`config.mk`:
```
export PLATFORM = sky130hd
export DESIGN_NAME = recip_div8
export DESIGN_NICKNAME = d
export VERILOG_FILES = /design/src/rtl/recip_div8_pkg.sv /design/src/rtl/recip_table.sv /design/src/rtl/recip_div8_s1.sv /design/src/rtl/recip_div8_s2.sv /design/src/rtl/recip_div8.sv
export SDC_FILE = /design/constraint.sdc
export NUM_CORES = 1
export LEC_CHECK = 0
export BUFFER_PORTS_ARGS = -buffer_cell sky130_fd_sc_hd__buf_4
export CORE_MARGIN = 3
export CORE_UTILIZATION = 40
export DETAILED_ROUTE_END_ITERATION = 10
export MAX_ROUTING_LAYER = met4
export PLACE_DENSITY_LB_ADDON = 0.3
export SLEW_MARGIN = 0
export SYNTH_ARGS = -nofsm -noshare
export SYNTH_HDL_FRONTEND = slang
export SYNTH_HIERARCHICAL = 1
export SYNTH_SLANG_ARGS = --single-unit
```
`constraint.sdc`:
```
create_clock -name clk -period 9.17 [get_ports clk]
set_input_delay 0.4585 -clock clk [delete_from_list [all_inputs] [get_ports clk]]
set_output_delay 0.4585 -clock clk [all_outputs]
set_load 0.03 [all_outputs]
```
`src/rtl/recip_div8_pkg.sv`:
```
package recip_div8_pkg;

  // Scaled reciprocal minus one: ceil(2**scale / den) - 1; zero for den == 0.
  function automatic logic [31:0] recip_word(input int unsigned den,
                                             input int unsigned scale);
    longint unsigned full;
    longint unsigned ceil_q;
    full = 64'd1 << scale;
    if (den == 0) begin
      return 32'd0;
    end
    ceil_q = (full + longint'(den) - 1) / longint'(den);
    return 32'(ceil_q - 1);
  endfunction

endpackage

```
`src/rtl/recip_table.sv`:
```
module recip_table #(
  parameter int DATA_W  = 8,
  parameter int ENTRY_W = 16
) (
  input  logic [DATA_W-1:0]  idx,
  output logic [ENTRY_W-1:0] word
);
  import recip_div8_pkg::*;

  localparam int DEPTH = 1 << DATA_W;

  logic [ENTRY_W-1:0] rom [DEPTH];

  for (genvar g = 0; g < DEPTH; g++) begin : g_rom
    localparam logic [31:0] VAL = recip_word(g, ENTRY_W);
    assign rom[g] = VAL[ENTRY_W-1:0];
  end

  assign word = rom[idx];

endmodule

```
`src/rtl/recip_div8_s1.sv`:
```
module recip_div8_s1 #(
  parameter int DATA_W  = 8,
  parameter int ENTRY_W = 16
) (
  input  logic               clk,
  input  logic               rst_n,
  input  logic               up_valid,
  output logic               up_ready,
  input  logic [DATA_W-1:0]  up_dividend,
  input  logic [DATA_W-1:0]  up_divisor,
  input  logic [ENTRY_W-1:0] up_word,
  output logic               dn_valid,
  input  logic               dn_ready,
  output logic [DATA_W-1:0]  dn_dividend,
  output logic [DATA_W-1:0]  dn_divisor,
  output logic [ENTRY_W-1:0] dn_word
);

  logic valid_q, valid_d;
  logic load_en;

  assign up_ready = !valid_q || dn_ready;
  assign load_en  = up_valid && up_ready;

  always_comb begin
    valid_d = valid_q;
    if (up_ready) begin
      valid_d = up_valid;
    end
  end

  always_ff @(posedge clk or negedge rst_n) begin
    if (!rst_n) begin
      valid_q <= 1'b0;
    end else begin
      valid_q <= valid_d;
    end
  end

  always_ff @(posedge clk) begin
    if (load_en) begin
      dn_dividend <= up_dividend;
      dn_divisor  <= up_divisor;
      dn_word     <= up_word;
    end
  end

  assign dn_valid = valid_q;

  // an accepted request occupies this stage on the next cycle
  assert_accept_fills_R5: assert property (@(posedge clk) disable iff (!rst_n)
    (up_valid && up_ready) |=> dn_valid);

  // a stalled entry keeps its operands
  assert_s1_hold_R6: assert property (@(posedge clk) disable iff (!rst_n)
    (dn_valid && !dn_ready) |=> (dn_valid && $stable(dn_dividend) && $stable(dn_divisor)));

endmodule

```
`src/rtl/recip_div8_s2.sv`:
```
module recip_div8_s2 #(
  parameter int DATA_W        = 8,
  parameter int ENTRY_W       = 16,
  parameter int FIXED_DIVISOR = 0,
  parameter int FIXED_MULT    = 171,
  parameter int FIXED_SHIFT   = 9
) (
  input  logic               clk,
  input  logic               rst_n,
  input  logic               up_valid,
  output logic               up_ready,
  input  logic [DATA_W-1:0]  up_dividend,
  input  logic [DATA_W-1:0]  up_divisor,
  input  logic [ENTRY_W-1:0] up_word,
  output logic               dn_valid,
  input  logic               dn_ready,
  output logic [DATA_W-1:0]  dn_quot,
  output logic [DATA_W-1:0]  dn_rem,
  output logic               dn_dbz
);

  localparam int PROD_W = 2 * ENTRY_W;
  localparam int BACK_W = 2 * DATA_W;
  localparam int RECIP_W = ENTRY_W + 1;

  logic [DATA_W-1:0] quot_c, rem_c, den_c;
  logic              zero_c;
  logic [PROD_W-1:0] prod_c;
  logic [BACK_W-1:0] back_c;
  logic              valid_q, valid_d, load_en;

  if (FIXED_DIVISOR == 0) begin : g_table_mode
    logic [RECIP_W-1:0] recip_c;
    always_comb begin
      recip_c = RECIP_W'(up_word) + RECIP_W'(1);
      prod_c  = PROD_W'(up_dividend) * PROD_W'(recip_c);
      zero_c  = (up_divisor == '0);
      den_c   = up_divisor;
      quot_c  = zero_c ? '1 : DATA_W'(prod_c >> ENTRY_W);
    end
  end else begin : g_fixed_mode
    always_comb begin
      prod_c = PROD_W'(up_dividend) * PROD_W'(FIXED_MULT);
      zero_c = 1'b0;
      den_c  = DATA_W'(FIXED_DIVISOR);
      quot_c = DATA_W'(prod_c >> FIXED_SHIFT);
    end
    // constant-divisor mode never flags a zero divisor
    assert_fixed_no_dbz_R7: assert property (@(posedge clk) disable iff (!rst_n)
      dn_valid |-> !dn_dbz);
  end

  always_comb begin
    back_c = BACK_W'(quot_c) * BACK_W'(den_c);
    rem_c  = zero_c ? up_dividend : DATA_W'(BACK_W'(up_dividend) - back_c);
  end

  assign up_ready = !valid_q || dn_ready;
  assign load_en  = up_valid && up_ready;

  always_comb begin
    valid_d = valid_q;
    if (up_ready) begin
      valid_d = up_valid;
    end
  end

  always_ff @(posedge clk or negedge rst_n) begin
    if (!rst_n) begin
      valid_q <= 1'b0;
    end else begin
      valid_q <= valid_d;
    end
  end

  always_ff @(posedge clk) begin
    if (load_en) begin
      dn_quot <= quot_c;
      dn_rem  <= rem_c;
      dn_dbz  <= zero_c;
    end
  end

  assign dn_valid = valid_q;

  // quotient and remainder recompose the dividend
  assert_recompose_R1: assert property (@(posedge clk) disable iff (!rst_n)
    (up_valid && !zero_c) |-> (BACK_W'(back_c + BACK_W'(rem_c)) == BACK_W'(up_dividend)));

  // remainder stays below the divisor
  assert_rem_below_div_R3: assert property (@(posedge clk) disable iff (!rst_n)
    (up_valid && !zero_c) |-> (rem_c < den_c));

endmodule

```
`src/rtl/recip_div8.sv`:
```
module recip_div8 #(
  parameter int DATA_W        = 8,
  parameter int FIXED_DIVISOR = 0,
  parameter int FIXED_MULT    = 171,
  parameter int FIXED_SHIFT   = 9
) (
  input  logic              clk,
  input  logic              rst_n,
  input  logic              in_valid,
  output logic              in_ready,
  input  logic [DATA_W-1:0] in_dividend,
  input  logic [DATA_W-1:0] in_divisor,
  output logic              out_valid,
  input  logic              out_ready,
  output logic [DATA_W-1:0] out_quot,
  output logic [DATA_W-1:0] out_rem,
  output logic              out_dbz
);

  localparam int ENTRY_W = 2 * DATA_W;

  logic [ENTRY_W-1:0] tbl_word;
  logic               s1_valid, s2_ready;
  logic [DATA_W-1:0]  s1_dividend, s1_divisor;
  logic [ENTRY_W-1:0] s1_word;

  recip_table #(
    .DATA_W (DATA_W),
    .ENTRY_W(ENTRY_W)
  ) u_table (
    .idx (in_divisor),
    .word(tbl_word)
  );

  recip_div8_s1 #(
    .DATA_W (DATA_W),
    .ENTRY_W(ENTRY_W)
  ) u_s1 (
    .clk        (clk),
    .rst_n      (rst_n),
    .up_valid   (in_valid),
    .up_ready   (in_ready),
    .up_dividend(in_dividend),
    .up_divisor (in_divisor),
    .up_word    (tbl_word),
    .dn_valid   (s1_valid),
    .dn_ready   (s2_ready),
    .dn_dividend(s1_dividend),
    .dn_divisor (s1_divisor),
    .dn_word    (s1_word)
  );

  recip_div8_s2 #(
    .DATA_W       (DATA_W),
    .ENTRY_W      (ENTRY_W),
    .FIXED_DIVISOR(FIXED_DIVISOR),
    .FIXED_MULT   (FIXED_MULT),
    .FIXED_SHIFT  (FIXED_SHIFT)
  ) u_s2 (
    .clk        (clk),
    .rst_n      (rst_n),
    .up_valid   (s1_valid),
    .up_ready   (s2_ready),
    .up_dividend(s1_dividend),
    .up_divisor (s1_divisor),
    .up_word    (s1_word),
    .dn_valid   (out_valid),
    .dn_ready   (out_ready),
    .dn_quot    (out_quot),
    .dn_rem     (out_rem),
    .dn_dbz     (out_dbz)
  );

  // a stalled result does not change
  assert_out_hold_R6: assert property (@(posedge clk) disable iff (!rst_n)
    (out_valid && !out_ready) |=>
      (out_valid && $stable(out_quot) && $stable(out_rem) && $stable(out_dbz)));

  // a zero-divisor result carries the saturated quotient
  assert_dbz_quot_R4: assert property (@(posedge clk) disable iff (!rst_n)
    (out_valid && out_dbz) |-> (out_quot == '1));

  // with both stages full and the consumer stalled, no request is taken
  assert_full_blocks_R5: assert property (@(posedge clk) disable iff (!rst_n)
    (s1_valid && out_valid && !out_ready) |-> !in_ready);

endmodule

```
==> results of run 1 <==
[synthesized netlist by cell type (25+ instances only)]
master | n | area, µm²
nor2b_1 | 50 | 313
nor2_1 | 93 | 349
edfxtp_1 | 49 | 1470
and2_1 | 45 | 282
nand2_1 | 88 | 330
inv_1 | 136 | 510
nand2b_1 | 34 | 213
clkbuf_1 | 37 | 139
ha_1 | 79 | 988
nand3_1 | 25 | 125
a21oi_1 | 57 | 285
fa_1 | 104 | 2080
o21ai_0 | 53 | 265
[per-layer routing]
layer / up-vias / wire length, µm
met2: 379 / 15100
met1: 4464 / 13300
met5: - / 0
li1: 4236 / -
met4: 0 / 1770
met3: 116 / 1820
[how the worst max path moves through the flow]
stage	from	endpoint	slack, ps	cells past startpoint
2_1_floorplan	u_s1/dn_word[4]	u_s2/dn_rem[7]	9	35
3_3_place_gp	u_s1/dn_word[3]	u_s2/dn_rem[7]	-100	34
3_5_place_dp	u_s1/dn_word[3]	u_s2/dn_rem[7]	-380	35
4_1_cts	u_s1/dn_word[3]	u_s2/dn_rem[7]	8	34
5_1_grt	u_s1/dn_word[3]	u_s2/dn_rem[7]	-350	35
6_report	u_s1/dn_word[3]	u_s2/dn_rem[7]	-30	34
[per-stage QoR]
stage	setup WS (ps)	utilization	hold WS (ps)	TNS, ps	instances
2_1_floorplan	9.03	-	163	0	1180
3_3_place_gp	-104	0.457	241	-104	1557
3_5_place_dp	-378	0.457	242	-378	1557
4_1_cts	8.09	0.475	317	0	1580
5_1_grt	-351	0.480	315	-351	1583
6_report	-26.7	0.480	326	-26.7	1583
[state kept, by name, summed over array words and instances (netlist names)]
register,flops
u_s1/dn_word,16
u_s1/dn_dividend,8
u_s1/dn_divisor,8
u_s2/dn_quot,8
u_s2/dn_rem,8
u_s1/dn_valid,1
u_s2/dn_dbz,1
u_s2/dn_valid,1
[logic make-up (layout without fill, tap and decap cells)]
kind of cell | Yosys count | after routing | synth area share
AO/OA/AOI/OAI | 251 | 251 | 0.177
multiplexers | 17 | 17 | 0.0223
AND/OR/NAND/NOR | 430 | 430 | 0.222
flip-flops | 51 | 51 | 0.152
buffers and inverters | 205 | 284 | 0.0811
XOR/XNOR | 43 | 43 | 0.0404
adder cells (fa/ha/maj) | 183 | 183 | 0.306
[area by class of cell]
class | instances | area, µm²
fill | 2306 | 12700
multi-input combinational | 924 | 8090
sequential | 51 | 1520
timing repair buffer | 139 | 1050
inverter | 137 | 514
tap | 324 | 405
clock buffer | 5 | 125
clock inverter | 3 | 20.0
[repair_timing]
item | 4_1_cts | 5_1_grt
pin swaps | 32 | 12
hold endpoints to repair | 2 | 0
hold buffers | 1 | 0
resized for setup | 30 | 23
endpoints found under the setup margin | 1 | 1
buffers inserted | 14 | 3
==> impl_metrics.csv, run 1 <==
group,metric,value,unit
sta,rsz0062_at_grt,"true",
die,start_util,0.410,
synth,synth_ff_type,"edfxtp_1",
placed_design,dp_hpwl,23800,µm
critical_path,reg2reg_depth,34,
layout,drive_above_1_share,0.183,
sta,fmax,109,MHz
clocking,cts_buffers,5,
hold_path,min_delay_worst_endpoint,"u_s1/dn_dividend[3]",
die,pin_count,39,
synth,synth-edff-count,49,
synth,synthesis.area,10000,µm²
critical_path,crit_fanout,6,
die,dieWidth,164,µm
critical_path,reg2reg_slack,-30,ps
sta,setup_violations,1,
die,dieArea,27000,µm²
grt,use_met1,0.302,
layout,area_delta_synth_final,16.9,%
sta,slew_viol_final,0,
placed_design,gp_congestion,0.973,
hold_path,hold_start,"in_dividend[3]",
synth,synth.avg_cell_area,8.50,µm²
placed_design,place_area,11200,µm²
grt,overflow,0,
sta,layout_min_cycle_time,9200,ps
clocking,clkLatencyLatePin,300,ps
grt,met2_usage,0.389,
drt,ant_nets,0,
synth,ys_seq_area_frac,0.152,
die,placementRows,57,
sta,hold_violations,0,
drt,route.vias.total,9195,
clocking,cts.sinks,51,
critical_path,cp_top_family,"adder cells",
grt,grt_util_all_layers,0.242,
clocking,htree_num_levels,2,
critical_path,r2r_start,"u_s1/dn_word[3]",
sta,fin_crit_sh,1.00,
drt,viasPerCell,5.81,
grt,antenna_found_initial,0,
layout,fin_area,11700,µm²
drt,dr.pass1.iters,6,
synth,yosysWarningCount,6,
critical_path,crit_path_top_delay_cell,"fa_1",
synth,ys_seq_elements,51,
grt,top_usage_layer,"met2",
critical_path,worst-path-buf-inv,6,
drt,post_drt_wl_per_cell,20.2,µm
layout,diodes,0,
critical_path,cp-end-kind,"register",
synth,syn-num-nets,1383,
drt,drc,0,
layout,most-common-layout-cells,"buf_4, inv_1, fa_1",
hold_path,holdPathStages,1,
synth,synth_cell_types,80,
drt,drtIter0Drc,845,
critical_path,rr_endpoint,"u_s2/dn_rem[7]",
critical_path,cp.required,9230,ps
status,failed_checks,"negative setup slack",
critical_path,max_stage_delay,550,ps
placed_design,portBuffers,38,
critical_path,arrival,9260,ps
hold_path,hp-class,"input pin to register",
critical_path,critPathLaunchType,"register",
status,status,"complete, but fails checks",
clocking,cts_root_buffer,"clkbuf_16",
sta,maxSlewHeadroom,0.390,
grt,grt_start_max_net_pins,66,
clocking,clkSlewWorstSetupHoldPaths,80,ps
sta,fin_worst_skew,11.2,ps
clocking,clock_path_buffers,2,
die,die_h,164,µm
grt,grt_pass1_wl,49500,µm
critical_path,path_class,"register to register",
synth,syn_inst,1180,
clocking,cts_tree,"done",
synth,synthArstFlopShare,0.0392,
sta,max_slew.worst_pin.slew,914,ps
layout,final_common_cell,"buf_4",
die,fp.coreArea,24500,µm²
layout,layout.nets,1461,
drt,wl,31900,µm
critical_path,critPathMostFrequentCell,"fa_1",
grt,use_met3,0.0310,
grt,grt_pass1_vias,9043,
sta,layout_setup_ws,-26.7,ps
run,cap_violations,0,
Power of run 1 is not shown: default switching activity piles up to over one toggle a cycle in this logic, so the estimate is an artifact.
==> run 2: changes to the inputs <==
--- a/config.mk
+++ b/config.mk
@@ -8,11 +8,11 @@
 export BUFFER_PORTS_ARGS = -buffer_cell sky130_fd_sc_hd__buf_4
 export CORE_MARGIN = 3
 export CORE_UTILIZATION = 40
+export CTS_CLUSTER_DIAMETER = 60
 export DETAILED_ROUTE_END_ITERATION = 10
 export MAX_ROUTING_LAYER = met4
 export PLACE_DENSITY_LB_ADDON = 0.3
 export SLEW_MARGIN = 0
 export SYNTH_ARGS = -nofsm -noshare
 export SYNTH_HDL_FRONTEND = slang
-export SYNTH_HIERARCHICAL = 1
 export SYNTH_SLANG_ARGS = --single-unit
==> run 2 against run 1 <==
  * The flow now finishes without violations
  * Global-route usage shrank 2.3 points
  * Synthesized cell count grew 1.4%
  * Register-to-register slack gained 380 ps
  * Core utilization shrank 1.9 points
  * Critical path depth grew 2
  * Count of clock-buffer cells in the layout is the same
  * Clock skew is essentially flat
  * Hold slack lost 8.0 ps
  * First-iteration DRC count grew 25%
  * Worst setup slack gained 380 ps
  * Die area shrank 2.3%
  * Critical path type unchanged
  * Highest routed layer unchanged
==> impl_metrics.csv, run 2 <==
group,metric,value,unit
status,status,"finished clean",
clocking,clock_path_buffers,2,
synth,yosysWarningCount,0,
hold_path,min_delay_worst_endpoint,"u_s1.dn_dividend[3]",
drt,viasPerCell,5.69,
sta,fmax,113,MHz
synth,synthesis.area,9790,µm²
critical_path,critPathLaunchType,"register",
critical_path,crit_path_top_delay_cell,"fa_1",
synth,synth_ff_type,"edfxtp_1",
synth,synth-edff-count,49,
synth,synth_area_leaders,"fa_1, edfxtp_1, ha_1",
sta,hold_violations,0,
synth,synthArstFlopShare,0.0392,
sta,fin_crit_sh,0.961,
synth,yosysTopAreaCell,"fa_1",
placed_design,portBuffers,38,
critical_path,critPathMostFrequentCell,"fa_1",
synth,ys_seq_elements,51,
layout,layout.nets,1422,
clocking,cts_root_buffer,"clkbuf_16",
critical_path,crit_fanout,5,
synth,syn-num-nets,1397,
die,start_util,0.412,
drt,wl,27900,µm
drt,drtIter0Drc,1058,
critical_path,cp_top_family,"adder cells",
critical_path,path_class,"register to register",
clocking,cts_buffers,5,
sta,max_slew.worst_pin.slew,905,ps
synth,synthTopCellsByCount,"inv_1, nor2_1, nand2_1, fa_1, a21oi_1",
clocking,cts.sinks,51,
placed_design,dp_hpwl,20500,µm
die,dieWidth,162,µm
layout,area_delta_synth_final,11.6,%
drt,drc,0,
drt,ant_nets,0,
critical_path,worst-path-buf-inv,5,
synth,yosys.area.top_type_share,0.213,
synth,synth_cell_types,77,
layout,drive_above_1_share,0.129,
critical_path,reg2reg_slack,360,ps
grt,overflow,0,
die,placementRows,56,
critical_path,cp-end-kind,"register",
grt,grt_pass1_vias,8572,
hold_path,hp-class,"input pin to register",
sta,maxSlewHeadroom,0.396,
critical_path,max_stage_delay,510,ps
clocking,cts_tree,"done",
layout,top_register,"u_s1.dn_word",
synth,ys_seq_area_frac,0.155,
die,fp.coreArea,23800,µm²
grt,antenna_found_initial,0,
placed_design,gp_congestion,0.938,
die,pin_count,39,
critical_path,arrival,8980,ps
critical_path,r2r_start,"u_s1.dn_word[4]",
critical_path,rr_endpoint,"u_s2.dn_rem[7]",
clocking,clkSlewWorstSetupHoldPaths,80,ps
clocking,htree_num_levels,2,
synth,syn_inst,1196,
sta,layout_min_cycle_time,8810,ps
drt,post_drt_wl_per_cell,18.1,µm
grt,grt_util_all_layers,0.220,
grt,grt_start_max_net_pins,97,
run,cap_violations,0,
drt,route.vias.total,8774,
sta,fin_worst_skew,11.6,ps
clocking,clkLatencyLatePin,310,ps
layout,most-common-layout-cells,"inv_1, nor2_1, nand2_1",
die,die_h,162,µm
die,dieArea,26400,µm²
synth,yosysMostFrequentCell,"inv_1",
layout,diodes,0,
layout,final_common_cell,"inv_1",
sta,slew_viol_final,0,
synth,synth.avg_cell_area,8.19,µm²
critical_path,cp.required,9340,ps
drt,dr.pass1.iters,7,
sta,setup_violations,0,
layout,largest_reg_flops,16,
hold_path,hold_start,"in_dividend[3]",
grt,grt_pass1_wl,45600,µm
layout,fin_cells,1541,
placed_design,dp.cells,1528,
critical_path,reg2reg_depth,36,
hold_path,holdPathStages,1,
run 2: metrics by stage:
step	utilization	cell area, µm²	hold WS (ps)	TNS, ps	setup slack [ps]
after floorplan	-	9790	163	0	103
after global placement	0.445	10600	243	0	7.10
after detailed placement	0.445	10600	243	-116	-116
after CTS	0.452	10700	308	0	5.06
after global routing	0.460	10900	312	-27.7	-27.7
final	0.460	10900	318	0	355
run 2: area by class of cell:
class | count | area (µm²)
Fill cell | 2302 | 12800
Multi-Input combinational cell | 928 | 7620
Sequential cell | 51 | 1520
Timing Repair Buffer | 92 | 697
Inverter | 143 | 541
Tap cell | 319 | 399
Clock buffer | 5 | 125
Clock inverter | 3 | 28.8
run 2: timing repair:
item                       4_1_cts  5_1_grt
hold buffers                     1        0
buffers inserted                 0        4
resized for setup                1       32
setup endpoints to repair        1        1
pin swaps                        1       24
hold endpoints to repair         2        0
run 2: worst max-delay path by stage:
| stage | start | end | slack (ps) | depth (start not counted) |
|---|---|---|---|---|
| floorplan | u_s1.dn_word[2] | u_s2.dn_rem[7] | 100 | 34 |
| global placement | u_s1.dn_word[3] | u_s2.dn_rem[7] | 7 | 34 |
| detailed placement | u_s1.dn_word[3] | u_s2.dn_rem[7] | -120 | 34 |
| CTS | u_s1.dn_word[3] | u_s2.dn_rem[7] | 5 | 34 |
| global route | u_s1.dn_word[4] | u_s2.dn_rem[7] | -30 | 36 |
| finish | u_s1.dn_word[4] | u_s2.dn_rem[7] | 360 | 36 |
run 2: cell families (layout without fill, tap and decap cells):
group	Yosys count	in the layout	share of synthesized area
DFF	51	51	0.155
and+or+nand+nor	407	407	0.198
muxes	10	10	0.0204
adders and majority gates	181	181	0.311
AOI/OAI and AO/OA	280	280	0.183
buffers and inverters	217	243	0.0837
xor gates and xnor gates	50	50	0.0491
run 2: worst register-to-register path, delay by kind of cell, from the launching register on:
family                   cells  cell delay [ps]
AND/OR/NAND/NOR              9             1480
buffers and inverters        5              430
XOR/XNOR                     6             1140
flip-flops                   1              360
AO/OA/AOI/OAI                6              940
adder cells (fa/ha/maj)     10             4330
run 2: per-layer routing:
layer | share of wire | global-route usage | up-vias
met3 | 0.054 | 0.0173 | 41
met2 | 0.49 | 0.360 | 338
li1 | - | - | 4102
met5 | 0 | - | -
met1 | 0.43 | 0.296 | 4293
met4 | 0.023 | 0.0589 | 0
Power of run 2 is left out for the same reason.
==> run 3: changes to the inputs <==
--- a/config.mk
+++ b/config.mk
@@ -7,11 +7,11 @@
 export LEC_CHECK = 0
 export BUFFER_PORTS_ARGS = -buffer_cell sky130_fd_sc_hd__buf_4
 export CORE_MARGIN = 3
-export CORE_UTILIZATION = 40
+export CORE_UTILIZATION = 46
 export CTS_CLUSTER_DIAMETER = 60
 export DETAILED_ROUTE_END_ITERATION = 10
+export HOLD_SLACK_MARGIN = 0.05
 export MAX_ROUTING_LAYER = met4
-export PLACE_DENSITY_LB_ADDON = 0.3
 export SLEW_MARGIN = 0
 export SYNTH_ARGS = -nofsm -noshare
 export SYNTH_HDL_FRONTEND = slang
==> run 3 against run 2 <==
  * Global-route usage is 2.7 points higher
  * Final cell count is 3.0% lower
  * Highest routed layer unchanged
  * Non-clock buffer count is 2 higher
  * Core utilization is 6.9 points higher
  * Critical endpoint unchanged
  * Clock skew is 2.8 ps lower
  * Routed wire length is 0.28% higher
  * Hold slack better by 6.2 ps
==> impl_metrics.csv, run 3 (synthesis results as in run 2) <==
group,metric,value,unit
layout,nFillCells,2004,
clocking,htree_num_levels,2,
layout,drive_above_1_share,0.130,
layout,multi_input_area,7620,µm²
sta,tns,0,ps
critical_path,crit_path_top_delay_cell,"fa_1",
clocking,clkSlewWorstSetupHoldPaths,70,ps
drt,drc,0,
sta,fmax,114,MHz
critical_path,cp_top_family,"adder cells",
hold_path,hp-class,"input pin to register",
critical_path,max_stage_delay,540,ps
sta,slew_viol_final,0,
grt,grt_pass1_vias,8604,
layout,layout.nets,1424,
critical_path,arrival,8900,ps
die,placementRows,52,
placed_design,portBuffers,38,
grt,grt_util_all_layers,0.246,
die,start_util,0.476,
die,fp.coreArea,20600,µm²
critical_path,critPathMostFrequentCell,"ha_1",
layout,largest_reg_flops,16,
sta,hold_violations,0,
clocking,clkLatencyLatePin,310,ps
clocking,cts_buffers,5,
drt,viasPerCell,5.75,
die,die_h,152,µm
die,dieWidth,152,µm
clocking,cts_tree,"done",
critical_path,cp.required,9330,ps
sta,fin_crit_sh,0.953,
clocking,cts_root_buffer,"clkbuf_16",
placed_design,dp_hpwl,20800,µm
die,pin_count,39,
layout,area_delta_synth_final,11.1,%
grt,grt_start_max_net_pins,88,
drt,ant_nets,0,
critical_path,path_class,"register to register",
critical_path,cp-end-kind,"register",
clocking,cts.sinks,51,
clocking,clock_path_buffers,2,
grt,grt_pass1_wl,45200,µm
sta,fin_worst_skew,8.76,ps
die,dieArea,23100,µm²
drt,dr.pass1.iters,6,
critical_path,worst-path-buf-inv,6,
drt,drtIter0Drc,843,
layout,top_register,"u_s1.dn_word",
sta,layout_min_cycle_time,8740,ps
placed_design,gp_congestion,0.962,
drt,post_drt_wl_per_cell,18.7,µm
layout,register_area,1520,µm²
sta,setup_violations,0,
drt,wl,27900,µm
drt,route.vias.total,8587,
grt,overflow,0,
status,status,"finished clean",
layout,final_common_cell,"inv_1",
grt,antenna_found_initial,0,
sta,max_slew.worst_pin.slew,870,ps
sta,maxSlewHeadroom,0.420,
layout,most-common-layout-cells,"inv_1, nor2_1, nand2_1",
run,cap_violations,0,
layout,diodes,0,
critical_path,critPathLaunchType,"register",
critical_path,crit_fanout,7,
[run 3: layout make-up]
type / instances / share of cell area
clock buffers: 5 / 0.0115
clock inverters: 3 / 0.00172
inverters: 143 / 0.0497
multi-input cells: 928 / 0.700
flip-flops and latches: 51 / 0.140
well taps: 270 / 0.0310
repair buffers: 94 / 0.0658
[run 3: metal layers]
layer,track usage,share of wire,wire [µm]
met2,0.395,0.48,13400
met1,0.313,0.42,11700
met3,0.0284,0.054,1510
met4,0.116,0.047,1310
met5,-,0,0
[run 3: what timing repair did]
item | 4_1_cts | 5_1_grt
endpoints found under the setup margin | 1 | 1
hold endpoints to repair | 2 | 0
hold buffers | 1 | 0
setup buffers | 0 | 3
resized for setup | 1 | 33
pin swaps | 1 | 25
[run 3: through the flow]
step	instance area (µm²)	setup slack, ps	hold slack (ps)	instances	util
2_1_floorplan	9790	103	163	1196	-
3_3_place_gp	10500	52.3	241	1482	0.512
3_5_place_dp	10500	-70.6	244	1482	0.512
4_1_cts	10700	2.54	315	1491	0.520
5_1_grt	10900	-4.93	312	1494	0.529
6_report	10900	428	325	1494	0.529
[run 3: path summary, 6_finish.rpt]
kind | startpoint | endpoint | slack (ps) | depth (start not counted)
worst max-delay path | u_s1.dn_word[1] | u_s2.dn_rem[7] | 430 | 36
worst min-delay path | in_dividend[7] | u_s1.dn_dividend[7] | 320 | 1
worst max register to register | u_s1.dn_word[1] | u_s2.dn_rem[7] | 430 | 36
worst min register to register | u_s1.dn_valid | u_s2.dn_valid | 500 | 1
max in group asynchronous | rst_n | u_s1.dn_valid | 8620 | 2
min in group asynchronous | rst_n | u_s2.dn_valid | 470 | 2
Power of run 3 is left out for the same reason.
